**src/rtl/pcs_pkg.sv**
```systemverilog
package pcs_pkg;
  localparam int FRAME_W  = 24;
  localparam int ECHO_BIT = 6;

  typedef enum logic [2:0] {
    F_IDLE, F_LEAD, F_HI, F_LO, F_TAIL, F_GAP
  } frame_st_t;

  typedef enum logic [2:0] {
    S_HWRST, S_RECOV, S_ISSUE, S_WAIT, S_DONE, S_FAIL
  } seq_st_t;
endpackage

```
**src/rtl/pcs_tick_gen.sv**
```systemverilog
module pcs_tick_gen #(
  parameter int DIV = 2
) (
  input  logic clk,
  input  logic rst,
  output logic tick
);
  localparam int CW = $clog2(DIV + 1);
  logic [CW-1:0] cnt;

  always_ff @(posedge clk) begin
    if (rst) begin
      cnt  <= '0;
      tick <= 1'b0;
    end else if (cnt == CW'(DIV - 1)) begin
      cnt  <= '0;
      tick <= 1'b1;
    end else begin
      cnt  <= cnt + 1'b1;
      tick <= 1'b0;
    end
  end
endmodule

```
**src/rtl/pcs_cmd_list.sv**
```systemverilog
module pcs_cmd_list #(
  parameter bit LINK_CHECK = 1'b1,
  parameter int IW         = 4
) (
  input  logic [IW-1:0]                idx,
  output logic [pcs_pkg::FRAME_W-1:0]  word,
  output logic                         is_check,
  output logic                         is_last
);
  localparam int N_STEPS = LINK_CHECK ? 9 : 6;

  always_comb is_last = (idx == IW'(N_STEPS - 1));

  generate
    if (LINK_CHECK) begin : g_with_link
      always_comb begin
        is_check = (idx == IW'(3));
        case (idx)
          IW'(0):  word = 24'h010001;
          IW'(1):  word = 24'h020001;
          IW'(2):  word = 24'h8B0000;
          IW'(3):  word = 24'h000000;
          IW'(4):  word = 24'h0300F0;
          IW'(5):  word = 24'h041000;
          IW'(6):  word = 24'h06000F;
          IW'(7):  word = 24'h07061F;
          default: word = 24'h05FFFF;
        endcase
      end
    end else begin : g_no_link
      always_comb begin
        is_check = 1'b0;
        case (idx)
          IW'(0):  word = 24'h010001;
          IW'(1):  word = 24'h0300F0;
          IW'(2):  word = 24'h041000;
          IW'(3):  word = 24'h06000F;
          IW'(4):  word = 24'h07061F;
          default: word = 24'h05FFFF;
        endcase
      end
    end
  endgenerate
endmodule

```
**src/rtl/pcs_spi_frame.sv**
```systemverilog
module pcs_spi_frame #(
  parameter int W         = 24,
  parameter int GAP_TICKS = 4
) (
  input  logic         clk,
  input  logic         rst,
  input  logic         tick,
  input  logic         start,
  input  logic [W-1:0] tx_word,
  input  logic         miso,
  output logic         sclk,
  output logic         cs_n,
  output logic         mosi,
  output logic         fin,
  output logic [W-1:0] rx_word
);
  import pcs_pkg::*;
  localparam int BW = $clog2(W);
  localparam int GW = $clog2(GAP_TICKS + 1);

  frame_st_t     st;
  logic [W-1:0]  sh;
  logic [BW-1:0] bitn;
  logic [GW-1:0] gapn;

  always_ff @(posedge clk) begin
    if (rst) begin
      st      <= F_IDLE;
      sclk    <= 1'b0;
      cs_n    <= 1'b1;
      mosi    <= 1'b0;
      fin     <= 1'b0;
      sh      <= '0;
      rx_word <= '0;
      bitn    <= '0;
      gapn    <= '0;
    end else begin
      fin <= 1'b0;
      case (st)
        F_IDLE: if (start) begin
          cs_n <= 1'b0;
          sh   <= tx_word;
          mosi <= tx_word[W-1];
          bitn <= '0;
          st   <= F_LEAD;
        end
        F_LEAD, F_LO: if (tick) begin
          sclk    <= 1'b1;
          rx_word <= {rx_word[W-2:0], miso};
          st      <= F_HI;
        end
        F_HI: if (tick) begin
          sclk <= 1'b0;
          if (bitn == BW'(W - 1)) begin
            st <= F_TAIL;
          end else begin
            bitn <= bitn + 1'b1;
            mosi <= sh[W-2];
            sh   <= sh << 1;
            st   <= F_LO;
          end
        end
        F_TAIL: if (tick) begin
          cs_n <= 1'b1;
          gapn <= '0;
          st   <= F_GAP;
        end
        F_GAP: if (tick) begin
          if (gapn == GW'(GAP_TICKS - 1)) begin
            fin <= 1'b1;
            st  <= F_IDLE;
          end else begin
            gapn <= gapn + 1'b1;
          end
        end
        default: st <= F_IDLE;
      endcase
    end
  end
endmodule

```
**src/rtl/pwrup_cfg_seq.sv**
```systemverilog
module pwrup_cfg_seq #(
  parameter int CLK_DIV    = 2,
  parameter int RST_CYC    = 4,
  parameter int GAP_SCLK   = 2,
  parameter bit LINK_CHECK = 1'b1
) (
  input  logic clk,
  input  logic rst,
  output logic spi_sclk,
  output logic spi_cs_n,
  output logic spi_mosi,
  input  logic spi_miso,
  output logic dev_rst_n,
  output logic seq_done,
  output logic seq_err
);
  import pcs_pkg::*;
  localparam int IW  = 4;
  localparam int RCW = $clog2(RST_CYC + 1);

  seq_st_t            st;
  logic [RCW-1:0]     rcnt;
  logic [IW-1:0]      idx;
  logic               tick, start, fin, is_check, is_last;
  logic [FRAME_W-1:0] word, rx_word;

  pcs_tick_gen #(.DIV(CLK_DIV)) u_tick (
    .clk(clk), .rst(rst), .tick(tick)
  );

  pcs_cmd_list #(.LINK_CHECK(LINK_CHECK), .IW(IW)) u_cmds (
    .idx(idx), .word(word), .is_check(is_check), .is_last(is_last)
  );

  pcs_spi_frame #(.W(FRAME_W), .GAP_TICKS(2 * GAP_SCLK)) u_frame (
    .clk(clk), .rst(rst), .tick(tick), .start(start), .tx_word(word),
    .miso(spi_miso), .sclk(spi_sclk), .cs_n(spi_cs_n), .mosi(spi_mosi),
    .fin(fin), .rx_word(rx_word)
  );

  always_ff @(posedge clk) begin
    if (rst) begin
      st        <= S_HWRST;
      rcnt      <= '0;
      idx       <= '0;
      start     <= 1'b0;
      dev_rst_n <= 1'b0;
      seq_done  <= 1'b0;
      seq_err   <= 1'b0;
    end else begin
      start <= 1'b0;
      case (st)
        S_HWRST: begin
          if (rcnt == RCW'(RST_CYC - 1)) begin
            dev_rst_n <= 1'b1;
            rcnt      <= '0;
            st        <= S_RECOV;
          end else begin
            rcnt <= rcnt + 1'b1;
          end
        end
        S_RECOV: begin
          if (rcnt == RCW'(RST_CYC - 1)) st <= S_ISSUE;
          else rcnt <= rcnt + 1'b1;
        end
        S_ISSUE: begin
          start <= 1'b1;
          st    <= S_WAIT;
        end
        S_WAIT: if (fin) begin
          if (is_check && !rx_word[ECHO_BIT]) begin
            seq_err <= 1'b1;
            st      <= S_FAIL;
          end else if (is_last) begin
            seq_done <= 1'b1;
            st       <= S_DONE;
          end else begin
            idx <= idx + 1'b1;
            st  <= S_ISSUE;
          end
        end
        default: ;
      endcase
    end
  end
endmodule

```
**config.mk**
```make
export PLATFORM = sky130hd
export DESIGN_NAME = pwrup_cfg_seq
export DESIGN_NICKNAME = d
export VERILOG_FILES = /design/src/rtl/pcs_pkg.sv /design/src/rtl/pcs_tick_gen.sv /design/src/rtl/pcs_cmd_list.sv /design/src/rtl/pcs_spi_frame.sv /design/src/rtl/pwrup_cfg_seq.sv
export SDC_FILE = /design/constraint.sdc
export NUM_CORES = 1
export LEC_CHECK = 0
export BUFFER_PORTS_ARGS = -buffer_cell sky130_fd_sc_hd__buf_2
export CORE_MARGIN = 2
export CORE_UTILIZATION = 45
export CTS_CLUSTER_DIAMETER = 120
export DETAILED_ROUTE_END_ITERATION = 10
export PLACE_DENSITY_LB_ADDON = 0.15
export SYNTH_ARGS = -nofsm -noshare
export SYNTH_HDL_FRONTEND = slang
export SYNTH_HIERARCHICAL = 1
export SYNTH_SLANG_ARGS = --single-unit
```
**constraint.sdc**
```tcl
create_clock -name clk -period 2.12 [get_ports clk]
set_clock_uncertainty 0.05 [all_clocks]
set_input_delay 0.318 -clock clk [delete_from_list [all_inputs] [get_ports clk]]
set_output_delay 0.318 -clock clk [all_outputs]
set_load 0.02 [all_outputs]
```
==> impl_metrics.yaml, run 1 <==
timing:
  drv_slew: 0
  hold_viol_final: 0
  period_needed_ns: 1.88
  setup_viol: 0
  finalCritPeriodShare_pct: 88.5
  fin_ws_ns: 0.243
  tns_ns: 0
  max_freq_mhz: 533
  rsz0062_at_grt: "no"
routing:
  finalWirelength_um: 5470
  drt_iter0_drc: 54
  drt-vias-per-instance: 5.18
  ant_nets: 0
  num_vias: 2280
  wire_per_inst_um: 12.4
  drt_pass1_iterations: 4
  drcViolationCount: 0
cells_and_area:
  nets: 354
  final_common_cell: "dfxtp_1"
  diodes: 0
  final_cell_mix: "dfxtp_1, nand2_1, nor2_1"
  drive_above_1_share_pct: 12.2
  design_area_um2: 3310
  syn_to_final_growth_pct: 5.41
floorplan:
  ios: 9
  rows: 30
  dieArea_um2: 7670
  die_y_um: 87.6
  initial_core_util_pct: 46.3
  die_w_um: 87.6
  core_um2: 6790
placement:
  dpl_cell_area_um2: 3100
  hpwl_um: 3570
  port-buffer-count: 8
  gp_congestion: 0.758
  dpl_worst_slack_ns: 0.239
setup_path:
  rrSetupSlack_ns: 0.24
  endpoint_kind: "flop"
  path_depth: 5
  cp-start-kind: "flop"
  cp_num_buf_inv: 1
  crit_type: "flop to flop"
  critical_path.cell_chain: "inv_1, ha_1, and3_1, nor4_1, mux2_1"
  rr_worst_depth: 5
  required_ns: 2.30
  r2r-start: "idx[0]$_SDFFE_PP0P_"
  arrival_ns: 2.05
  crit_family: "simple AND/OR/NAND/NOR gates"
  cpPeakStageDelay_ns: 0.46
  r2r-end: "idx[3]$_SDFFE_PP0P_"
  crit_slowest_cell: "dfxtp_1"
  path_max_fanout: 8
cts:
  clk_pin_slew_worst_paths_ns: 0.07
  cts_max_path_buffers: 2
  cts-htree-levels: 3
  cts-resized-gates: 0
  ctsHoldBuffers: 0
  cts_buffers: 9
  cts-root-buf: "clkbuf_8"
  post-cts-setup-buffer-count: 0
  cts.sinks: 62
  clkLatencyLatePin_ns: 0.33
  cts_tree: "yes"
grt:
  antenna_found_initial: 0
  top_usage_layer: "met2"
  grt_overflow: 0
  grt_max_degree: 47
  grt_pass1_vias: 2183
  grt_use_met1_pct: 20.9
  grt_util_met2_pct: 25.1
  grt_pass1_wl_um: 9760
  grt_usage_pct: 16.1
  met3_usage_pct: 3.68
min_path:
  hold_end: "u_frame/rx_word[0]$_SDFFE_PP0P_"
  whs_path_depth: 3
  hold_class: "primary input to flop"
  hp-start: "spi_miso"
power:
  p_leak_nw: 1.20
  vdd_drop_max_v: 0.000386
  powerDensity_nw_per_um2: 743
yosys:
  syn_area_um2: 3140
  netlist_instances: 350
  syn_area_per_cell_um2: 8.98
  yosysWarningCount: 6
run:
  drv_cap: 0
outcome:
  status: "finished clean"
## final cells by class
type | instances | area [um^2]
Inverter | 14 | 52.6
Clock inverter | 4 | 70.1
Fill cell | 663 | 3480
Timing Repair Buffer | 15 | 105
Sequential cell | 62 | 1240
Multi-Input combinational cell | 237 | 1580
Clock buffer | 12 | 145
Tap cell | 96 | 120
## through the flow
stage	std cells	hold slack (ns)	util (%)	power, mW
floorplan	352	0.339	-	1.34
global placement	424	0.375	45.6	1.36
detailed placement	424	0.373	45.6	1.36
CTS	440	0.151	48.8	2.51
global route	440	0.182	48.8	2.58
finish	440	0.174	48.8	2.46
## power breakdown
part	switching [mW]	internal, mW	total [mW]	leakage, nW
clock network	0.441	0.691	1.13	0.110
logic	0.0654	0.0472	0.113	0.586
registers	0.0289	1.19	1.22	0.501
total	0.535	1.93	2.46	1.20
## sequential cells by signal, indices dropped and copies added, names as in the netlist
register,cells
seq_err,1
u_frame/st,3
u_frame/cs_n,1
u_frame/rx_word,7
rcnt,3
u_frame/bitn,5
u_frame/fin,1
seq_done,1
st,3
u_tick/cnt,2
u_frame/mosi,1
u_frame/sh,23
start,1
u_frame/gapn,3
dev_rst_n,1
u_tick/tick,1
idx,4
u_frame/sclk,1
## worst register-to-register path, cell delays in order (launching register included)
cell and delay (ns):
dfxtp_1 0.46, inv_1 0.11, ha_1 0.25, and3_1 0.24, nor4_1 0.32, mux2_1 0.34
## worst max-delay path by stage
stage	from	to	slack [ns]
final	idx[0]$_SDFFE_PP0P_	idx[3]$_SDFFE_PP0P_	0.24
after global routing	idx[0]$_SDFFE_PP0P_	st[0]$_SDFFE_PP0P_	0.06
after CTS	idx[0]$_SDFFE_PP0P_	idx[3]$_SDFFE_PP0P_	0.24
after detailed placement	idx[0]$_SDFFE_PP0P_	idx[3]$_SDFFE_PP0P_	0.24
after global placement	idx[0]$_SDFFE_PP0P_	idx[3]$_SDFFE_PP0P_	0.28
after floorplan	idx[0]$_SDFFE_PP0P_	idx[3]$_SDFFE_PP0P_	0.39
## metal layers
layer	vias to the layer above	routed length [um]
met3	8	109
met4	0	87
met5	-	0
met2	16	2440
met1	1065	2840
li1	1191	-
Note: power is estimated with default switching activity, not from simulation.
==> inputs of run 2 (changes only) <==
--- a/config.mk
+++ b/config.mk
@@ -10,8 +10,8 @@
 export CORE_UTILIZATION = 45
 export CTS_CLUSTER_DIAMETER = 120
 export DETAILED_ROUTE_END_ITERATION = 10
+export GPL_ROUTABILITY_DRIVEN = 0
 export PLACE_DENSITY_LB_ADDON = 0.15
 export SYNTH_ARGS = -nofsm -noshare
 export SYNTH_HDL_FRONTEND = slang
-export SYNTH_HIERARCHICAL = 1
 export SYNTH_SLANG_ARGS = --single-unit
==> impl_metrics.yaml, run 2 <==
placement:
  dpl_worst_slack_ns: -0.0970
  hpwl_um: 3750
  dpl_cell_area_um2: 3290
  port-buffer-count: 8
power:
  vdd_drop_max_v: 0.000477
  p_leak_nw: 1.41
  powerDensity_nw_per_um2: 754
  total_power_mw: 2.65
cells_and_area:
  syn_to_final_growth_pct: 15.7
  register_area_um2: 1450
  final_common_cell: "dfxtp_1"
  design_area_um2: 3520
  fin_util_pct: 54.5
  final_cell_mix: "dfxtp_1, nor2_1, nand2_1"
  drive_above_1_share_pct: 16.7
  fillerInstances: 612
  nets: 387
  multi_input_area_um2: 1500
  diodes: 0
routing:
  ant_nets: 0
  num_vias: 2397
  drt-vias-per-instance: 5.28
  drt_iter0_drc: 119
  drt_pass1_iterations: 4
  finalWirelength_um: 5820
  drcViolationCount: 0
  wire_per_inst_um: 12.8
cts:
  ctsHoldBuffers: 0
  cts.sinks: 72
  cts_buffers: 9
  clkLatencyLatePin_ns: 0.34
  cts-root-buf: "clkbuf_8"
  cts_tree: "yes"
  clk_pin_slew_worst_paths_ns: 0.07
  cts-htree-levels: 3
  cts_max_path_buffers: 2
timing:
  period_needed_ns: 2.16
  fin_ws_ns: -0.0395
  max_freq_mhz: 463
  rsz0062_at_grt: "yes"
  hold_viol_final: 0
  tightest_slew_ns: 0.579
  slew_headroom_pct: 61.4
  finalCritPeriodShare_pct: 102
  drv_slew: 0
  setup_viol: 2
min_path:
  hold_class: "primary input to flop"
  hp-start: "spi_miso"
yosys:
  synth_edf_count: 0
  ys_top_cells_by_count: "dfxtp_1, nor2_1, nand2_1"
  ys_async_sr_fraction_pct: 0
  ys_top_cells_by_area: "dfxtp_1, nor2_1, ha_1, a21oi_1, nor3_1"
  syn_area_per_cell_um2: 8.67
  yosysWarningCount: 0
  synth_cell_type_count: 41
  syn_nets: 366
  synth_seq_cells: 72
  synthFlopType: "dfxtp_1"
  syn_area_um2: 3040
  yosysTopAreaCell: "dfxtp_1"
  synth_sequential_area_ratio_pct: 47.4
  netlist_instances: 351
  synth_top_area_share_pct: 47.4
  yosysMostFrequentCell: "dfxtp_1"
floorplan:
  rows: 29
  core_um2: 6460
  die_y_um: 86.2
  die_w_um: 86.2
  ios: 9
  initial_core_util_pct: 47.1
  dieArea_um2: 7430
grt:
  grt_pass1_vias: 2358
  grt_pass1_wl_um: 10600
  antenna_found_initial: 0
  grt_overflow: 0
  grt_max_degree: 50
  grt_usage_pct: 18.0
setup_path:
  r2r-start: "idx[1]$_SDFFE_PP0P_"
  cp-start-kind: "flop"
  required_ns: 2.31
  critPathLaunch: "idx[1]$_SDFFE_PP0P_"
  endpoint_kind: "flop"
  arrival_ns: 2.35
  crit_type: "flop to flop"
  path_max_fanout: 3
outcome:
  status: "complete, but fails checks"
  violations: "setup timing"
run:
  drv_cap: 0
## run 2: metal layers
metal / vias up / wire length [um] / share of wire (%) / global-route usage, %
li1: 1254 / - / - / -
met1: 1113 / 2940 / 51 / 23.9
met2: 25 / 2660 / 46 / 28.3
met3: 5 / 163 / 2.8 / 5.71
met4: 0 / 51 / 0.88 / 4.97
met5: - / 0 / 0 / 0
## run 2: final timing paths
| path | end | slack [ns] | depth (start not counted) |
|---|---|---|---|
| min reg2reg | u_tick.cnt[0]$_SDFF_PP0_ | 0.38 | 1 |
| min | u_frame.rx_word[0]$_SDFFE_PP0P_ | 0.16 | 3 |
| max reg2reg | flop | -0.04 | 10 |
| max | flop | -0.04 | 10 |
## run 2: power breakdown
part,internal (mW),total (mW),leakage [nW],switching (mW)
clock,0.520,1.00,0.0927,0.484
sequential,1.38,1.41,0.583,0.0218
combinational,0.0994,0.241,0.731,0.142
## run 2: final cells by class
| class | count | share of cell area [%] |
|---|---|---|
| multi-input combinational | 247 | 42.7 |
| sequential | 72 | 41.1 |
| timing repair buffer | 33 | 7.18 |
| clock buffer | 14 | 4.91 |
| tap | 77 | 2.74 |
| inverter | 9 | 1.03 |
| clock inverter | 2 | 0.356 |
## run 2: what timing repair did
item | 4_1_cts | 5_1_grt
resized for setup | 5 | 1
buffers inserted | 3 | 0
pin swaps | 4 | 1
endpoints found under the setup margin | 7 | 7
hold endpoints to repair | 0 | 0
## run 2: cells by family after synthesis
| group | Yosys count | share of synthesized area (%) |
|---|---|---|
| buffers and inverters | 32 | 4.61 |
| DFF | 72 | 47.4 |
| xor gates and xnor gates | 2 | 1.19 |
| muxes | 11 | 3.74 |
| and+or+nand+nor | 160 | 25.3 |
| AOI/OAI and AO/OA | 62 | 12.9 |
| adders and majority gates | 12 | 4.94 |
## run 2: through the flow
stage / std cells / setup TNS [ns] / hold WS [ns]
floorplan: 351 / -0.116 / 0.354
detailed placement: 435 / -0.357 / 0.378
global route: 454 / -0.539 / 0.185
finish: 454 / -0.0477 / 0.165
global placement: 435 / -0.121 / 0.364
CTS: 454 / -0.0919 / 0.158
## run 2: critical path, cell delays in order (launching register included)
cell and delay, ns:
dfxtp_2 0.35, inv_2 0.05, ha_4 0.15, and3b_1 0.18
or3b_4 0.44, mux2i_2 0.18, nor2_2 0.12, inv_2 0.07
ha_4 0.27, nor3b_2 0.16, a21oi_2 0.04
